`src/rtl/ser_timer_pkg.sv`:
```
package ser_timer_pkg;
  typedef enum logic [1:0] {
    MD_OFF  = 2'd0,
    MD_BAUD = 2'd1,
    MD_PWM  = 2'd2,
    MD_WIDE = 2'd3
  } tmr_mode_e;

  typedef enum logic [1:0] {
    TK_CLK   = 2'd0,
    TK_TRG   = 2'd1,
    TK_PIN   = 2'd2,
    TK_TRGSH = 2'd3
  } tick_src_e;

  // level the output takes when the channel starts
  function automatic logic start_level(input logic [1:0] out_sel);
    return ~out_sel[0];
  endfunction
endpackage

```
`src/rtl/ser_timer_cond.sv`:
```
module ser_timer_cond
  import ser_timer_pkg::*;
(
  input  logic       clk,
  input  logic       rst,
  input  logic       trg_in,
  input  logic       pin_in,
  input  logic       trg_inv,
  input  logic       pin_inv,
  input  logic [2:0] ena_sel,
  input  logic [2:0] dis_sel,
  input  logic [2:0] rld_sel,
  input  logic [1:0] dec_sel,
  input  logic       prev_en,
  input  logic       prev_dis,
  input  logic       tmr_out,
  input  logic       cmp_ev,
  output logic       en_hit,
  output logic       dis_hit,
  output logic       rld_hit,
  output logic       tick,
  output logic       shift_clk
);
  logic trg_q, trg_d, pin_q, pin_d;
  logic trg_rise, trg_fall, pin_rise, pin_fall;

  // polarity applied ahead of the capture register; reset samples the
  // live level so that leaving reset never looks like an edge
  always_ff @(posedge clk) begin
    trg_q <= trg_in ^ trg_inv;
    pin_q <= pin_in ^ pin_inv;
    if (rst) begin
      trg_d <= trg_in ^ trg_inv;
      pin_d <= pin_in ^ pin_inv;
    end else begin
      trg_d <= trg_q;
      pin_d <= pin_q;
    end
  end

  assign trg_rise = trg_q & ~trg_d;
  assign trg_fall = ~trg_q & trg_d;
  assign pin_rise = pin_q & ~pin_d;
  assign pin_fall = ~pin_q & pin_d;

  always_comb begin
    unique case (ena_sel)
      3'd0: en_hit = 1'b1;
      3'd1: en_hit = prev_en;
      3'd2: en_hit = trg_q;
      3'd3: en_hit = trg_q & pin_q;
      3'd4: en_hit = pin_rise;
      3'd5: en_hit = pin_rise & trg_q;
      3'd6: en_hit = trg_rise;
      default: en_hit = trg_rise | trg_fall;
    endcase
  end

  always_comb begin
    unique case (dis_sel)
      3'd1: dis_hit = prev_dis;
      3'd2: dis_hit = cmp_ev;
      3'd3: dis_hit = cmp_ev & ~trg_q;
      3'd4: dis_hit = pin_rise | pin_fall;
      3'd5: dis_hit = (pin_rise | pin_fall) & trg_q;
      3'd6: dis_hit = trg_fall;
      default: dis_hit = 1'b0;
    endcase
  end

  always_comb begin
    unique case (rld_sel)
      3'd2: rld_hit = (pin_q == tmr_out);
      3'd3: rld_hit = (trg_q == tmr_out);
      3'd4: rld_hit = pin_rise;
      3'd6: rld_hit = trg_rise;
      3'd7: rld_hit = trg_rise | trg_fall;
      default: rld_hit = 1'b0;
    endcase
  end

  always_comb begin
    unique case (tick_src_e'(dec_sel))
      TK_CLK:   begin tick = 1'b1;                  shift_clk = tmr_out; end
      TK_TRG:   begin tick = trg_rise | trg_fall;   shift_clk = tmr_out; end
      TK_PIN:   begin tick = pin_rise | pin_fall;   shift_clk = pin_q;   end
      default:  begin tick = trg_rise | trg_fall;   shift_clk = trg_q;   end
    endcase
  end

  // a clock-sourced channel ticks on every cycle
  a_r10_clk_tick: assert property (@(posedge clk) disable iff (rst)
    (dec_sel == 2'd0) |-> tick);
  // the captured trigger follows the inverted input one edge later
  a_r2_trg_polarity: assert property (@(posedge clk) disable iff (rst)
    1'b1 |=> (trg_q == ($past(trg_in) ^ $past(trg_inv))));
endmodule

```
`src/rtl/ser_timer_core.sv`:
```
module ser_timer_core
  import ser_timer_pkg::*;
#(
  parameter int CW = 16
) (
  input  logic          clk,
  input  logic          rst,
  input  logic [1:0]    mode,
  input  logic [1:0]    out_sel,
  input  logic          start_en,
  input  logic [1:0]    stop_sel,
  input  logic [CW-1:0] cmp_val,
  input  logic          en_hit,
  input  logic          dis_hit,
  input  logic          rld_hit,
  input  logic          tick,
  output logic          active,
  output logic          out_q,
  output logic          load_q,
  output logic          cmp_ev
);
  localparam int HW = CW / 2;

  logic [CW-1:0] cnt;
  logic [HW-1:0] lo, hi, cmp_lo, cmp_hi;
  logic          lo_zero, hi_zero, start_pend, stop_ph, stop_off, run, lvl;
  tmr_mode_e     md;

  assign md      = tmr_mode_e'(mode);
  assign lo      = cnt[HW-1:0];
  assign hi      = cnt[CW-1:HW];
  assign cmp_lo  = cmp_val[HW-1:0];
  assign cmp_hi  = cmp_val[CW-1:HW];
  assign lo_zero = (lo == '0);
  assign hi_zero = (hi == '0);
  assign lvl     = start_level(out_sel);
  assign run     = active & ~stop_ph & tick;

  always_comb begin
    unique case (md)
      MD_BAUD: cmp_ev = run & lo_zero & hi_zero & ~start_pend;
      MD_PWM:  cmp_ev = run & ~out_q & hi_zero;
      MD_WIDE: cmp_ev = run & lo_zero & hi_zero;
      default: cmp_ev = 1'b0;
    endcase
  end

  always_ff @(posedge clk) begin
    if (rst) begin
      active     <= 1'b0;
      out_q      <= 1'b0;
      load_q     <= 1'b0;
      cnt        <= '0;
      start_pend <= 1'b0;
      stop_ph    <= 1'b0;
      stop_off   <= 1'b0;
    end else begin
      load_q <= 1'b0;
      if (md == MD_OFF) begin
        active  <= 1'b0;
        out_q   <= 1'b0;
        stop_ph <= 1'b0;
      end else if (!active) begin
        if (en_hit) begin
          active     <= 1'b1;
          cnt        <= cmp_val;
          out_q      <= lvl;
          start_pend <= start_en & (md == MD_BAUD);
          stop_ph    <= 1'b0;
          load_q     <= 1'b1;
        end
      end else if (stop_ph) begin
        if (tick) begin
          if (lo_zero) begin
            stop_ph <= 1'b0;
            if (stop_off) begin
              active <= 1'b0;
              out_q  <= 1'b0;
            end else begin
              cnt    <= cmp_val;
              out_q  <= lvl;
              load_q <= 1'b1;
            end
          end else begin
            cnt[HW-1:0] <= lo - 1'b1;
          end
        end
      end else if (dis_hit) begin
        if (stop_sel[1]) begin
          stop_ph     <= 1'b1;
          stop_off    <= 1'b1;
          cnt[HW-1:0] <= cmp_lo;
          out_q       <= lvl;
        end else begin
          active <= 1'b0;
          out_q  <= 1'b0;
        end
      end else if (cmp_ev && stop_sel[0]) begin
        stop_ph     <= 1'b1;
        stop_off    <= 1'b0;
        cnt[HW-1:0] <= cmp_lo;
        out_q       <= lvl;
      end else if (rld_hit) begin
        cnt <= cmp_val;
        if (out_sel[1]) out_q <= lvl;
      end else if (tick) begin
        load_q <= cmp_ev;
        unique case (md)
          MD_BAUD: begin
            if (lo_zero) begin
              cnt[HW-1:0] <= cmp_lo;
              out_q       <= ~out_q;
              if (start_pend)   start_pend   <= 1'b0;
              else if (hi_zero) cnt[CW-1:HW] <= cmp_hi;
              else              cnt[CW-1:HW] <= hi - 1'b1;
            end else begin
              cnt[HW-1:0] <= lo - 1'b1;
            end
          end
          MD_PWM: begin
            if (out_q) begin
              if (lo_zero) begin
                out_q       <= 1'b0;
                cnt[HW-1:0] <= cmp_lo;
              end else cnt[HW-1:0] <= lo - 1'b1;
            end else begin
              if (hi_zero) begin
                out_q        <= 1'b1;
                cnt[CW-1:HW] <= cmp_hi;
              end else cnt[CW-1:HW] <= hi - 1'b1;
            end
          end
          default: begin
            if (lo_zero && hi_zero) begin
              cnt   <= cmp_val;
              out_q <= ~out_q;
            end else cnt <= cnt - 1'b1;
          end
        endcase
      end
    end
  end

  // an off channel is idle and quiet one edge later
  a_r1_off_idle: assert property (@(posedge clk) disable iff (rst)
    (md == MD_OFF) |=> (!active && !out_q));
  // the load strobe only appears while the channel runs
  a_r14_load_active: assert property (@(posedge clk) disable iff (rst)
    load_q |-> active);
  // without a tick, reload or stop the count does not move
  a_r6_hold_no_tick: assert property (@(posedge clk) disable iff (rst)
    (active && !stop_ph && !tick && !dis_hit && !rld_hit && md != MD_OFF) |=> $stable(cnt));
  // output is low whenever the channel is idle
  a_r1_idle_low: assert property (@(posedge clk) disable iff (rst)
    !active |-> !out_q);
endmodule

```
`src/rtl/ser_timer.sv`:
```
module ser_timer
  import ser_timer_pkg::*;
#(
  parameter int CW = 16
) (
  input  logic          clk,
  input  logic          rst,
  input  logic [1:0]    cfg_mode,
  input  logic [1:0]    cfg_out_sel,
  input  logic [1:0]    cfg_dec_sel,
  input  logic [2:0]    cfg_rld_sel,
  input  logic [2:0]    cfg_dis_sel,
  input  logic [2:0]    cfg_ena_sel,
  input  logic [1:0]    cfg_stop_sel,
  input  logic          cfg_start_en,
  input  logic          cfg_trg_inv,
  input  logic          cfg_pin_inv,
  input  logic [CW-1:0] cmp_val,
  input  logic          trg_in,
  input  logic          pin_in,
  input  logic          prev_en,
  input  logic          prev_dis,
  input  logic          flag_clr,
  output logic          tmr_out,
  output logic          shift_clk,
  output logic          shift_load,
  output logic          flag,
  output logic          pin_oe
);
  logic en_hit, dis_hit, rld_hit, tick, cmp_ev, active, out_q, load_q, flag_q;

  ser_timer_cond u_cond (
    .clk       (clk),
    .rst       (rst),
    .trg_in    (trg_in),
    .pin_in    (pin_in),
    .trg_inv   (cfg_trg_inv),
    .pin_inv   (cfg_pin_inv),
    .ena_sel   (cfg_ena_sel),
    .dis_sel   (cfg_dis_sel),
    .rld_sel   (cfg_rld_sel),
    .dec_sel   (cfg_dec_sel),
    .prev_en   (prev_en),
    .prev_dis  (prev_dis),
    .tmr_out   (out_q),
    .cmp_ev    (cmp_ev),
    .en_hit    (en_hit),
    .dis_hit   (dis_hit),
    .rld_hit   (rld_hit),
    .tick      (tick),
    .shift_clk (shift_clk)
  );

  ser_timer_core #(.CW(CW)) u_core (
    .clk      (clk),
    .rst      (rst),
    .mode     (cfg_mode),
    .out_sel  (cfg_out_sel),
    .start_en (cfg_start_en),
    .stop_sel (cfg_stop_sel),
    .cmp_val  (cmp_val),
    .en_hit   (en_hit),
    .dis_hit  (dis_hit),
    .rld_hit  (rld_hit),
    .tick     (tick),
    .active   (active),
    .out_q    (out_q),
    .load_q   (load_q),
    .cmp_ev   (cmp_ev)
  );

  always_ff @(posedge clk) begin
    if (rst) flag_q <= 1'b0;
    else     flag_q <= cmp_ev | (flag_q & ~flag_clr);
  end

  assign tmr_out    = out_q;
  assign pin_oe     = active;
  assign shift_load = load_q;
  assign flag       = flag_q;

  // a compare event always leaves the flag set
  a_r13_cmp_sets: assert property (@(posedge clk) disable iff (rst)
    cmp_ev |=> flag_q);
  // without a clear the flag never drops
  a_r13_sticky: assert property (@(posedge clk) disable iff (rst)
    (flag_q && !flag_clr) |=> flag_q);
endmodule

```
`config.mk`:
```
export PLATFORM = sky130hd
export DESIGN_NAME = ser_timer
export DESIGN_NICKNAME = d
export VERILOG_FILES = /design/src/rtl/ser_timer_pkg.sv /design/src/rtl/ser_timer_cond.sv /design/src/rtl/ser_timer_core.sv /design/src/rtl/ser_timer.sv
export SDC_FILE = /design/constraint.sdc
export NUM_CORES = 1
export LEC_CHECK = 0
export BUFFER_PORTS_ARGS = -buffer_cell sky130_fd_sc_hd__clkbuf_2
export CAP_MARGIN = 20
export CORE_ASPECT_RATIO = 0.6
export CORE_MARGIN = 1.5
export CORE_UTILIZATION = 31
export DETAILED_ROUTE_END_ITERATION = 12
export PLACE_DENSITY = 0.54
export SKIP_CTS_REPAIR_TIMING = 1
export SLEW_MARGIN = 20
export SYNTH_ARGS = -nofsm -noshare
export SYNTH_HDL_FRONTEND = slang
export SYNTH_SLANG_ARGS = --single-unit
export TNS_END_PERCENT = 10
```
`constraint.sdc`:
```
create_clock -name clk -period 2.6 [get_ports clk]
set_input_delay 0 -clock clk [delete_from_list [all_inputs] [get_ports clk]]
set_output_delay 0 -clock clk [all_outputs]
set_load 0.03 [all_outputs]
```
* Word level (Yosys, flattened, before mapping)
Index checks and enable logic that the tools add are counted.
Cells by class: add/subtract/negate cells 3, eq/ne operators 48, mux-type cells 82, bitwise operators 32, reductions and logical operators 16
Operator list (number):
- 16-bit 2-to-1 mux | 8
- 8-bit 2-to-1 mux | 13
- 1-bit 2-to-1 mux | 53
- 16-bit case mux with 2 select lines | 1
- 3-bit == test, second input constant | 9
- 3-bit by 2-bit == test with 1-bit output, second input constant | 6
- 1-bit AND | 17
- 8-bit logical NOT | 2
- 16-bit by 1-bit subtractor with 16-bit output, second input constant | 1
- 8-bit by 1-bit subtractor with 8-bit output, second input constant | 2
- 2-bit != test, second input constant | 7
- 7-bit AND reduction | 2
- 3-bit != test, second input constant | 4
- 4-bit != test, second input constant | 3
- 6-bit != test, second input constant | 2
- 11-bit AND reduction | 1
- 5-bit != test, second input constant | 2
- 1-bit NOT | 10
- 9-bit AND reduction | 1
- 8-bit != test, second input constant | 1
- 7-bit != test, second input constant | 1
- 1-bit case mux with 7 select lines | 1
- 2-bit == test, second input constant | 3
- 3-bit by 1-bit == test with 1-bit output, second input constant | 2
- 17 further kinds | 29
Storage, ports and cells: register bits 27, input port bits 43, word-level logic and storage cells 194

* Longest topological paths before layout
Gate-level depths: netlist of run 1.
depth in word-level cells 15, depth in mapped cells 11, mapped depth without buffers 9

* Modules after synthesis
A second synthesis of run 1 with hierarchy kept.
Unflattened totals: cells, all modules 375, area, all modules 2785.2 um^2
Modules (own cells, without submodules):
- ser_timer_core | instances 1, cells an instance 325, area each 2382.3 um^2
- ser_timer_cond | instances 1, cells an instance 46, area each 364.1 um^2
- ser_timer | instances 1, cells an instance 4, area each 38.8 um^2

* Worst setup path before layout of run 1
No wires, ideal clock.
path kind register to register, from register u_core.active, to register u_core.cnt[7], data arrival time 2.296 ns, setup slack 0.170 ns, cell stages (with the launch flop) 8, path buffers 0, period minus slack after synthesis 2.430 ns, path through dfxtp_1 -> nor2b_1 -> nand2_1 -> a2111o_1 -> o211ai_2 -> o21bai_1 -> a222oi_1 -> a211oi_1
Between the ends: word-level cells in the longest chain between the ends 11, elaborated cells on any way between the ends 22, classes of those cells eq/ne (5); mux (6); bitwise (8); reduce/logical (3)
RTL lines:
- start: declaration | RTL line ser_timer_core.sv:17 | output logic active,
- start signal: assignment | RTL line ser_timer_core.sv:50 | active <= 1'b0;
- start signal: assignment | RTL line ser_timer_core.sv:60 | active <= 1'b0;
- start signal: assignment | RTL line ser_timer_core.sv:65 | active <= 1'b1;
- parallel branches: the longest is 11 deep, another holds 7-bit != test
- end signal: assignment | RTL line ser_timer_core.sv:66 | cnt <= cmp_val;
- end signal: assignment | RTL line ser_timer_core.sv:80 | cnt <= cmp_val;
- end signal: indexed assignment | RTL line ser_timer_core.sv:92 | cnt[HW-1:0] <= cmp_lo;
- end: declaration | RTL line ser_timer_core.sv:24 | logic [CW-1:0] cnt;
Several ways; the timed one is not identified. A chain may end at the register's enable or synchronous reset.

* Final worst setup path of run 1
from register u_core.cnt[8], to register u_core.cnt[5]
Between the ends: word-level cells in the longest chain between the ends 10, elaborated cells on any way between the ends 21, classes of those cells eq/ne (3); mux (10); bitwise (4); reduce/logical (4)
RTL lines:
- start signal: assignment | RTL line ser_timer_core.sv:66
- start signal: assignment | RTL line ser_timer_core.sv:80
- start signal: indexed assignment | RTL line ser_timer_core.sv:85 | cnt[HW-1:0] <= lo - 1'b1;
- 8-bit logical NOT (*) | RTL line ser_timer_core.sv:35 | assign hi_zero = (hi == '0);
- parallel branches: the longest is 9 deep, another holds 7-bit != test
Every way passes the cells marked *. The select of a mux whose other input is x is not followed.

==> reports/results.ini, run 1 <==
[synthesis]
ys_seq_area_share_pct = 19.4
synth_ff_type = dfxtp_1
yosysUniqueCellTypes = 72
synth_nets = 423
yosysTopAreaCell = dfxtp_1
syn_avg_cell_area_um2 = 7.54
synth_top_area_share_pct = 19.4
netlist_instances = 370
synth-async-reset-ratio_pct = 0
syn-cell-area_um2 = 2790
ys_top_cells_by_area = dfxtp_1 19%, a21oi_1 5.7%, nor2_1 4.7%
synth-seq-cells = 27
synth_edf_count = 0
ys.warnings.count = 0

[cts]
cts_buffer_depth = 2
cts_tree = built
root_buffer = clkbuf_16
cts_made_buffers = 3
insertion_delay_ps = 280
htree_levels = 1
clk_pin_slew_ps = 80
clkSinkCount = 27

[grt]
grt_max_degree = 17
grt_pass1_wl_mm = 17.5
grt_use_total_pct = 22.8
antenna_found_initial = 0
grt.overflow.total = 0
grt_pass1_vias = 3169

[floorplan]
die_y_um = 76.5
io_pins = 48
dieArea_um2 = 9590
die_x_um = 125
core-area_um2 = 8620
initial_core_util_pct = 32.4
rows = 26

[detailed_routing]
routed_wl_mm = 10.9
drtIter0Drc = 427
first_pass_iters = 5
drc = 0
ant_nets = 0
vias = 3444
wire_per_inst_um = 18.9
viasPerCell = 5.96

[timing]
setup_viol = 1
fin_crit_sh_pct = 101
fin_setup_tns_ps = -17.4
slew_headroom_pct = 70.2
skew_ps = 1.98
holdWs_ps = -9.04
worst_slack_ps = -17.4
slew_viol_final = 0
timing_worst_slew_pin_value_ps = 447
hold_viol_final = 1
fmax_mhz = 382
fin_crit_ps = 2620
rsz0062_at_grt = true

[place]
dp_hpwl_mm = 8.69
port_buffers = 47
gp_congestion = 0.988
dp_slack_ps = -208
placed_cell_area_um2 = 3520

[worst_setup_path]
crit_arrival_ps = 2770
cp.required_ps = 2750
path_max_fanout = 6
setup.worst_path.class = reg -> reg
startpoint_type = register
cp-end-kind = register

[final_layout]
multi_input_area_um2 = 2220
antenna_cells = 0
drive_above_1_share_pct = 32.4
final_area_um2 = 3770
fillerInstances = 877
final_nets = 520
final-seq-area_um2 = 542
area_growth_pct = 35.3

[pwr]
power_mw = 2.32
peakVddDrop_uv = 283
power_density_nw_per_um2 = 614
p_leak_nw = 1.55

[outcome]
violations = hold timing, setup timing
status = complete, but fails checks

[hold_path]
min_path_type = in -> reg

[flow_run]
drv_cap = 0

[critical path, cell delays in order, from the launching register on]
cell      delay (ps)
dfxtp_1          310
inv_1             90
ha_1             200
nor3b_4          330
nand2_2          140
a2111o_1         340
buf_4            160
o211ai_4         260
o21ai_2          170
a221oi_1         360
o32ai_1          130
[cell usage in the layout (no fill, tap or decap), types with 4 or more instances in the layout]
master,synthesis,final
a31oi_1,4,4
or4_1,4,4
nor3_1,15,14
nand3_1,7,6
a22o_1,5,5
ha_1,10,9
buf_4,0,59
xor2_1,7,7
dfxtp_1,27,26
o21ai_0,11,11
inv_1,22,22
or3_1,4,4
nand2b_1,9,9
o31ai_1,6,6
o21a_1,4,4
nor2_1,35,34
a211oi_1,15,15
nand2_1,28,27
o21bai_1,5,5
nor2b_1,6,6
a21oi_1,32,32
o22ai_1,7,7
clkbuf_2,0,47
mux2i_1,9,9
a222oi_1,4,4
a221oi_1,6,5
[stage by stage]
stage	util, %	std cells
after CTS	41.8	574
after floorplan	-	370
final	43.8	578
after global routing	43.8	578
after detailed placement	40.8	570
after global placement	40.8	570
[path summary, 6_finish.rpt]
check	from	to	slack, ps	cells past startpoint
setup / recovery	u_core.cnt[8]	u_core.cnt[5]	-20	10
hold / removal	flag_clr	flag	-9	3
setup reg to reg	u_core.cnt[8]	u_core.cnt[5]	-20	10
hold reg to reg	flag	flag	490	2
[flip-flops by register name, indices dropped and copies added, names as in the netlist]
register / cells
flag: 1
u_cond.trg_q: 1
u_cond.pin_d: 1
u_core.out_q: 1
u_core.stop_ph: 1
u_cond.trg_d: 1
u_core.active: 1
u_core.cnt: 16
u_core.stop_off: 1
u_core.load_q: 1
u_core.start_pend: 1
u_cond.pin_q: 1
[layout make-up]
type / instances / area share (%)
Multi-Input combinational cell: 304 / 58.8
Timing Repair Buffer: 109 / 18.8
Sequential cell: 27 / 14.4
Tap cell: 112 / 3.71
Inverter: 22 / 2.19
Clock buffer: 3 / 1.99
Clock inverter: 1 / 0.133
[Yosys cell counts (all sizes together), types with 6 or more instances]
cell and count:
a211oi 17, a21oi 34, a221oi 6, clkbuf 14, dfxtp 27, ha 10
inv 22, mux2i 9, nand2 28, nand2b 9, nand3 7, nor2 35
nor2b 6, nor3 18, o21ai 17, o22ai 7, o31ai 6, xor2 7
[where the power goes]
group,internal (mW),switching [mW]
clock,0.209,0.181
sequential,0.470,0.0639
combinational,0.595,0.799
total,1.27,1.04
[cells by family after synthesis]
group                      share of synthesized area, %
AOI/OAI and AO/OA                                  37.2
and+or+nand+nor                                    26.2
buffers and inverters                              5.83
DFF                                                19.4
muxes                                              4.04
adders and majority gates                          4.49
xor gates and xnor gates                           2.83
[metal layers]
metal  share of wire, %  vias up  wire (um)  GRT usage [%]
met5                  0        -          0              0
li1                   -     1623          -              -
met2                 36      180       3980           29.6
met3                 11        8       1190           8.01
met1                 52     1633       5700           36.2
met4               0.35        0         38           1.82
Note: power is estimated with default switching activity, not from simulation.
==> run 2, diff against run 1 <==
Settings changed: CAP_MARGIN 20 to 0, CELL_PAD_IN_SITES_DETAIL_PLACEMENT set to 1, CELL_PAD_IN_SITES_GLOBAL_PLACEMENT set to 2, CORE_UTILIZATION 31 to 29, PLACE_DENSITY 0.54 to 0.79.
==> reports/results.ini, run 2 (synthesis gave the netlist of run 1 again) <==
[detailed_routing]
ant_nets = 0
routed_wl_mm = 13.0
first_pass_iters = 5
wire_per_inst_um = 21.7
viasPerCell = 6.00
top_layer_used = met4
wl_met1_mm = 6.18
vias = 3600
wl_met2_mm = 5.28
drtIter0Drc = 238
drc = 0
wl_met3_mm = 1.42

[cts]
cts_made_buffers = 3
clk_pin_slew_ps = 80
cts_buffer_depth = 2
cts_tree = built
clkSinkCount = 27
root_buffer = clkbuf_16
htree_levels = 1
insertion_delay_ps = 270

[timing]
fin_crit_ps = 2620
fin_crit_sh_pct = 101
fmax_mhz = 381
skew_ps = 3.14
slew_headroom_pct = 62.0
timing_worst_slew_pin_value_ps = 566
hold_viol_final = 1
slew_viol_final = 0
rsz0062_at_grt = true
setup_viol = 1
worst_slack_ps = -23.1
holdWs_ps = -5.70

[worst_setup_path]
crit_buf_inv = 2
rrSetupSlack_ps = -20
cp-end-kind = register
startpoint_type = register
cp.required_ps = 2770
critPathSlowestCell = mux2i_2
path_max_fanout = 6
crit_arrival_ps = 2790
setup.worst_path.class = reg -> reg
crit_family = compound AO/OA/AOI/OAI gates
r2r-end = u_core.out_q
r2r_cells = 9
r2r_start = u_cond.trg_q
cpMostUsedCell = buf_4
crit_chain = buf_4 -> mux2i_1 -> mux2i_2 -> nor2_2 -> buf_4 -> a41o_1 -> a211oi_2 -> nor2_1 -> a2111oi_2
critPathMaxStageDelay_ps = 430
cp.depth = 9

[place]
gp_congestion = 0.996
dp_hpwl_mm = 10.2
placed_cell_area_um2 = 3530
port_buffers = 47

[floorplan]
dieArea_um2 = 10200
initial_core_util_pct = 30.1
die_y_um = 79.0
die_x_um = 130
core-area_um2 = 9260
rows = 27
io_pins = 48

[final_layout]
largest_reg_flops = 16
largest_register = u_core.cnt
final_area_um2 = 3870
final_common_cell = buf_4
final-seq-area_um2 = 543
final_nets = 524
area_growth_pct = 38.8
mostFrequentLayoutCells = 63 x buf_4, 47 x clkbuf_2, 32 x nor2_1
antenna_cells = 0
multi_input_area_um2 = 2260
drive_above_1_share_pct = 34.7
fillerInstances = 1189
fin_util_pct = 41.8

[grt]
antenna_found_initial = 0
grt_max_degree = 17
grt_pass1_wl_mm = 19.1
grt_pass1_vias = 3455
grt_use_total_pct = 24.8
grt.overflow.total = 0

[outcome]
status = complete, but fails checks
violations = hold timing, setup timing

[hold_path]
min_path_type = in -> reg
hold_path_depth = 2
whs_endpoint = u_cond.pin_q
min_from = pin_in

[pwr]
power_mw = 2.42
peakVddDrop_uv = 334
p_leak_nw = 1.57
power_density_nw_per_um2 = 626

[flow_run]
drv_cap = 0

==> run 2: power breakdown <==
part | total [mW] | switching [mW] | internal [mW]
clock network | 0.381 | 0.172 | 0.209
registers | 0.537 | 0.0663 | 0.471
logic | 1.50 | 0.866 | 0.638
total | 2.42 | 1.10 | 1.32
==> run 2: per-stage QoR <==
step,setup slack (ps),setup TNS [ps],cells
final,-23.1,-23.1,600
after global routing,-102,-357,600
after CTS,-140,-938,591
after detailed placement,-80.1,-407,587
after global placement,-17.4,-25.0,587
after floorplan,170,0,370
==> run 2: worst max path at each step <==
stage	start	slack, ps	endpoint
3_3_place_gp	u_core.cnt[8]	-20	u_core.cnt[5]
5_1_grt	u_cond.trg_q	-100	u_core.out_q
4_1_cts	u_core.cnt[8]	-140	u_core.cnt[5]
3_5_place_dp	u_core.cnt[8]	-80	u_core.cnt[5]
6_report	u_cond.trg_q	-20	u_core.out_q
2_1_floorplan	u_core.active	170	u_core.cnt[7]
==> run 2: metal layers <==
| layer | up-vias | GRT usage [%] |
|---|---|---|
| li1 | 1630 | - |
| met1 | 1766 | 36.4 |
| met2 | 186 | 34.0 |
| met3 | 18 | 9.64 |
| met4 | 0 | 3.67 |
| met5 | - | 0 |
==> run 2: cell type report <==
class                           instances  area share [%]
Clock inverter                          1           0.129
Multi-Input combinational cell        304            58.5
Clock buffer                            3            1.94
Inverter                               22            2.13
Sequential cell                        27            14.0
Timing Repair Buffer                  113            19.1
Tap cell                              130            4.20
==> run 3, diff against run 2 <==
Settings changed: SETUP_SLACK_MARGIN set to 0.4.
==> reports/results.ini, run 3 (synthesis gave the netlist of run 1 again) <==
[worst_setup_path]
setup.worst_path.class = reg -> reg
cp.required_ps = 2760
r2r-end = u_core.cnt[4]
r2r_start = u_core.cnt[1]
endpoint = u_core.cnt[4]
crit_chain = inv_2 -> ha_4 -> nor4b_4 -> o211ai_2 -> a2111o_1 -> o211ai_4 -> buf_4 -> o21ai_2 -> a221oi_1 -> o32ai_1
critPathMaxStageDelay_ps = 530
rrSetupSlack_ps = -110
crit_start = u_core.cnt[1]
crit_arrival_ps = 2860
critPathSlowestCell = a2111o_1
startpoint_type = register
path_max_fanout = 5
r2r_cells = 10
cp-end-kind = register

[cts]
cts_made_buffers = 3
htree_levels = 1
insertion_delay_ps = 280
cts_buffer_depth = 2
clk_pin_slew_ps = 80
root_buffer = clkbuf_16
clkSinkCount = 27
cts_tree = built

[detailed_routing]
first_pass_iters = 5
routed_wl_mm = 12.2
vias = 3475
wire_per_inst_um = 20.2
drc = 0
drtIter0Drc = 260
ant_nets = 0
viasPerCell = 5.73

[floorplan]
core-area_um2 = 9260
die_x_um = 130
rows = 27
io_pins = 48
initial_core_util_pct = 30.1
die_y_um = 79.0
dieArea_um2 = 10200

[timing]
slew_headroom_pct = 65.9
hold_viol_final = 2
rsz0062_at_grt = true
slew_viol_final = 0
holdWs_ps = -12.1
skew_ps = 6.83
setup_viol = 9
worst_slack_ps = -105
timing_worst_slew_pin_value_ps = 508
fin_crit_ps = 2710
fin_crit_sh_pct = 104
fmax_mhz = 370

[pwr]
power_density_nw_per_um2 = 623
p_leak_nw = 1.61
peakVddDrop_uv = 327

[final_layout]
drive_above_1_share_pct = 36.8
final_common_cell = buf_4
largest_reg_flops = 16
multi_input_area_um2 = 2260
final_nets = 530
area_growth_pct = 40.6
mostFrequentLayoutCells = 68 x buf_4, 47 x clkbuf_2, 32 x nor2_1
final-seq-area_um2 = 544
antenna_cells = 0
fillerInstances = 1199
largest_register = u_core.cnt

[place]
dp_slack_ps = -114
dp_hpwl_mm = 9.79
port_buffers = 47
gp_congestion = 0.979

[grt]
grt.overflow.total = 0
grt_pass1_wl_mm = 18.9
grt_use_total_pct = 24.1
grt_pass1_vias = 3366
grt_max_degree = 15
antenna_found_initial = 0

[flow_run]
drv_cap = 0

[outcome]
status = complete, but fails checks
violations = hold timing, setup timing

[hold_path]
min_path_type = in -> reg
hold_path_depth = 2

==> run 3: final cells by class <==
type	instances	area share (%)
Multi-Input combinational cell	304	57.7
Clock buffer	4	2.01
Inverter	22	2.17
Tap cell	130	4.15
Timing Repair Buffer	119	20.1
Sequential cell	27	13.9
==> run 3: worst min-delay path by stage <==
stage | from | end
3_5_place_dp | pin_in | u_cond.pin_q
4_1_cts | pin_in | u_cond.pin_q
3_3_place_gp | pin_in | u_cond.pin_q
2_1_floorplan | pin_in | u_cond.pin_q
5_1_grt | cfg_trg_inv | u_cond.trg_q
6_report | cfg_trg_inv | u_cond.trg_q
==> run 3: layer usage <==
| metal | GRT usage (%) | wire, um | vias to the layer above | part of all wire (%) |
|---|---|---|---|---|
| li1 | - | - | 1647 | - |
| met1 | 38.3 | 6320 | 1696 | 52 |
| met2 | 33.9 | 5040 | 121 | 41 |
| met3 | 4.51 | 816 | 11 | 6.7 |
| met4 | 2.22 | 66 | 0 | 0.54 |
| met5 | 0 | 0 | - | 0 |
==> run 3: stage by stage <==
step,setup TNS [ps],util [%],instance area (um^2),std cells,power (mW)
detailed placement,-715,38.8,3590,593,1.91
floorplan,0,-,2800,370,1.33
global route,-1480,42.4,3920,606,2.60
global placement,-983,38.8,3590,593,1.86
CTS,-1470,39.7,3670,597,2.29
finish,-288,42.4,3920,606,2.44
==> run 3: critical path, delay by kind of cell, from the launching register on <==
kind	cells	cell delay [ps]
AO/OA/AOI/OAI	6	1590
adder cells (fa/ha/maj)	1	140
buffers and inverters	2	260
flip-flops	1	330
AND/OR/NAND/NOR	1	260
==> run 3: power by group <==
part	switching (mW)	leakage, nW	internal [mW]
clock network	0.173	0.0382	0.212
logic	0.856	1.34	0.662
registers	0.0704	0.224	0.471
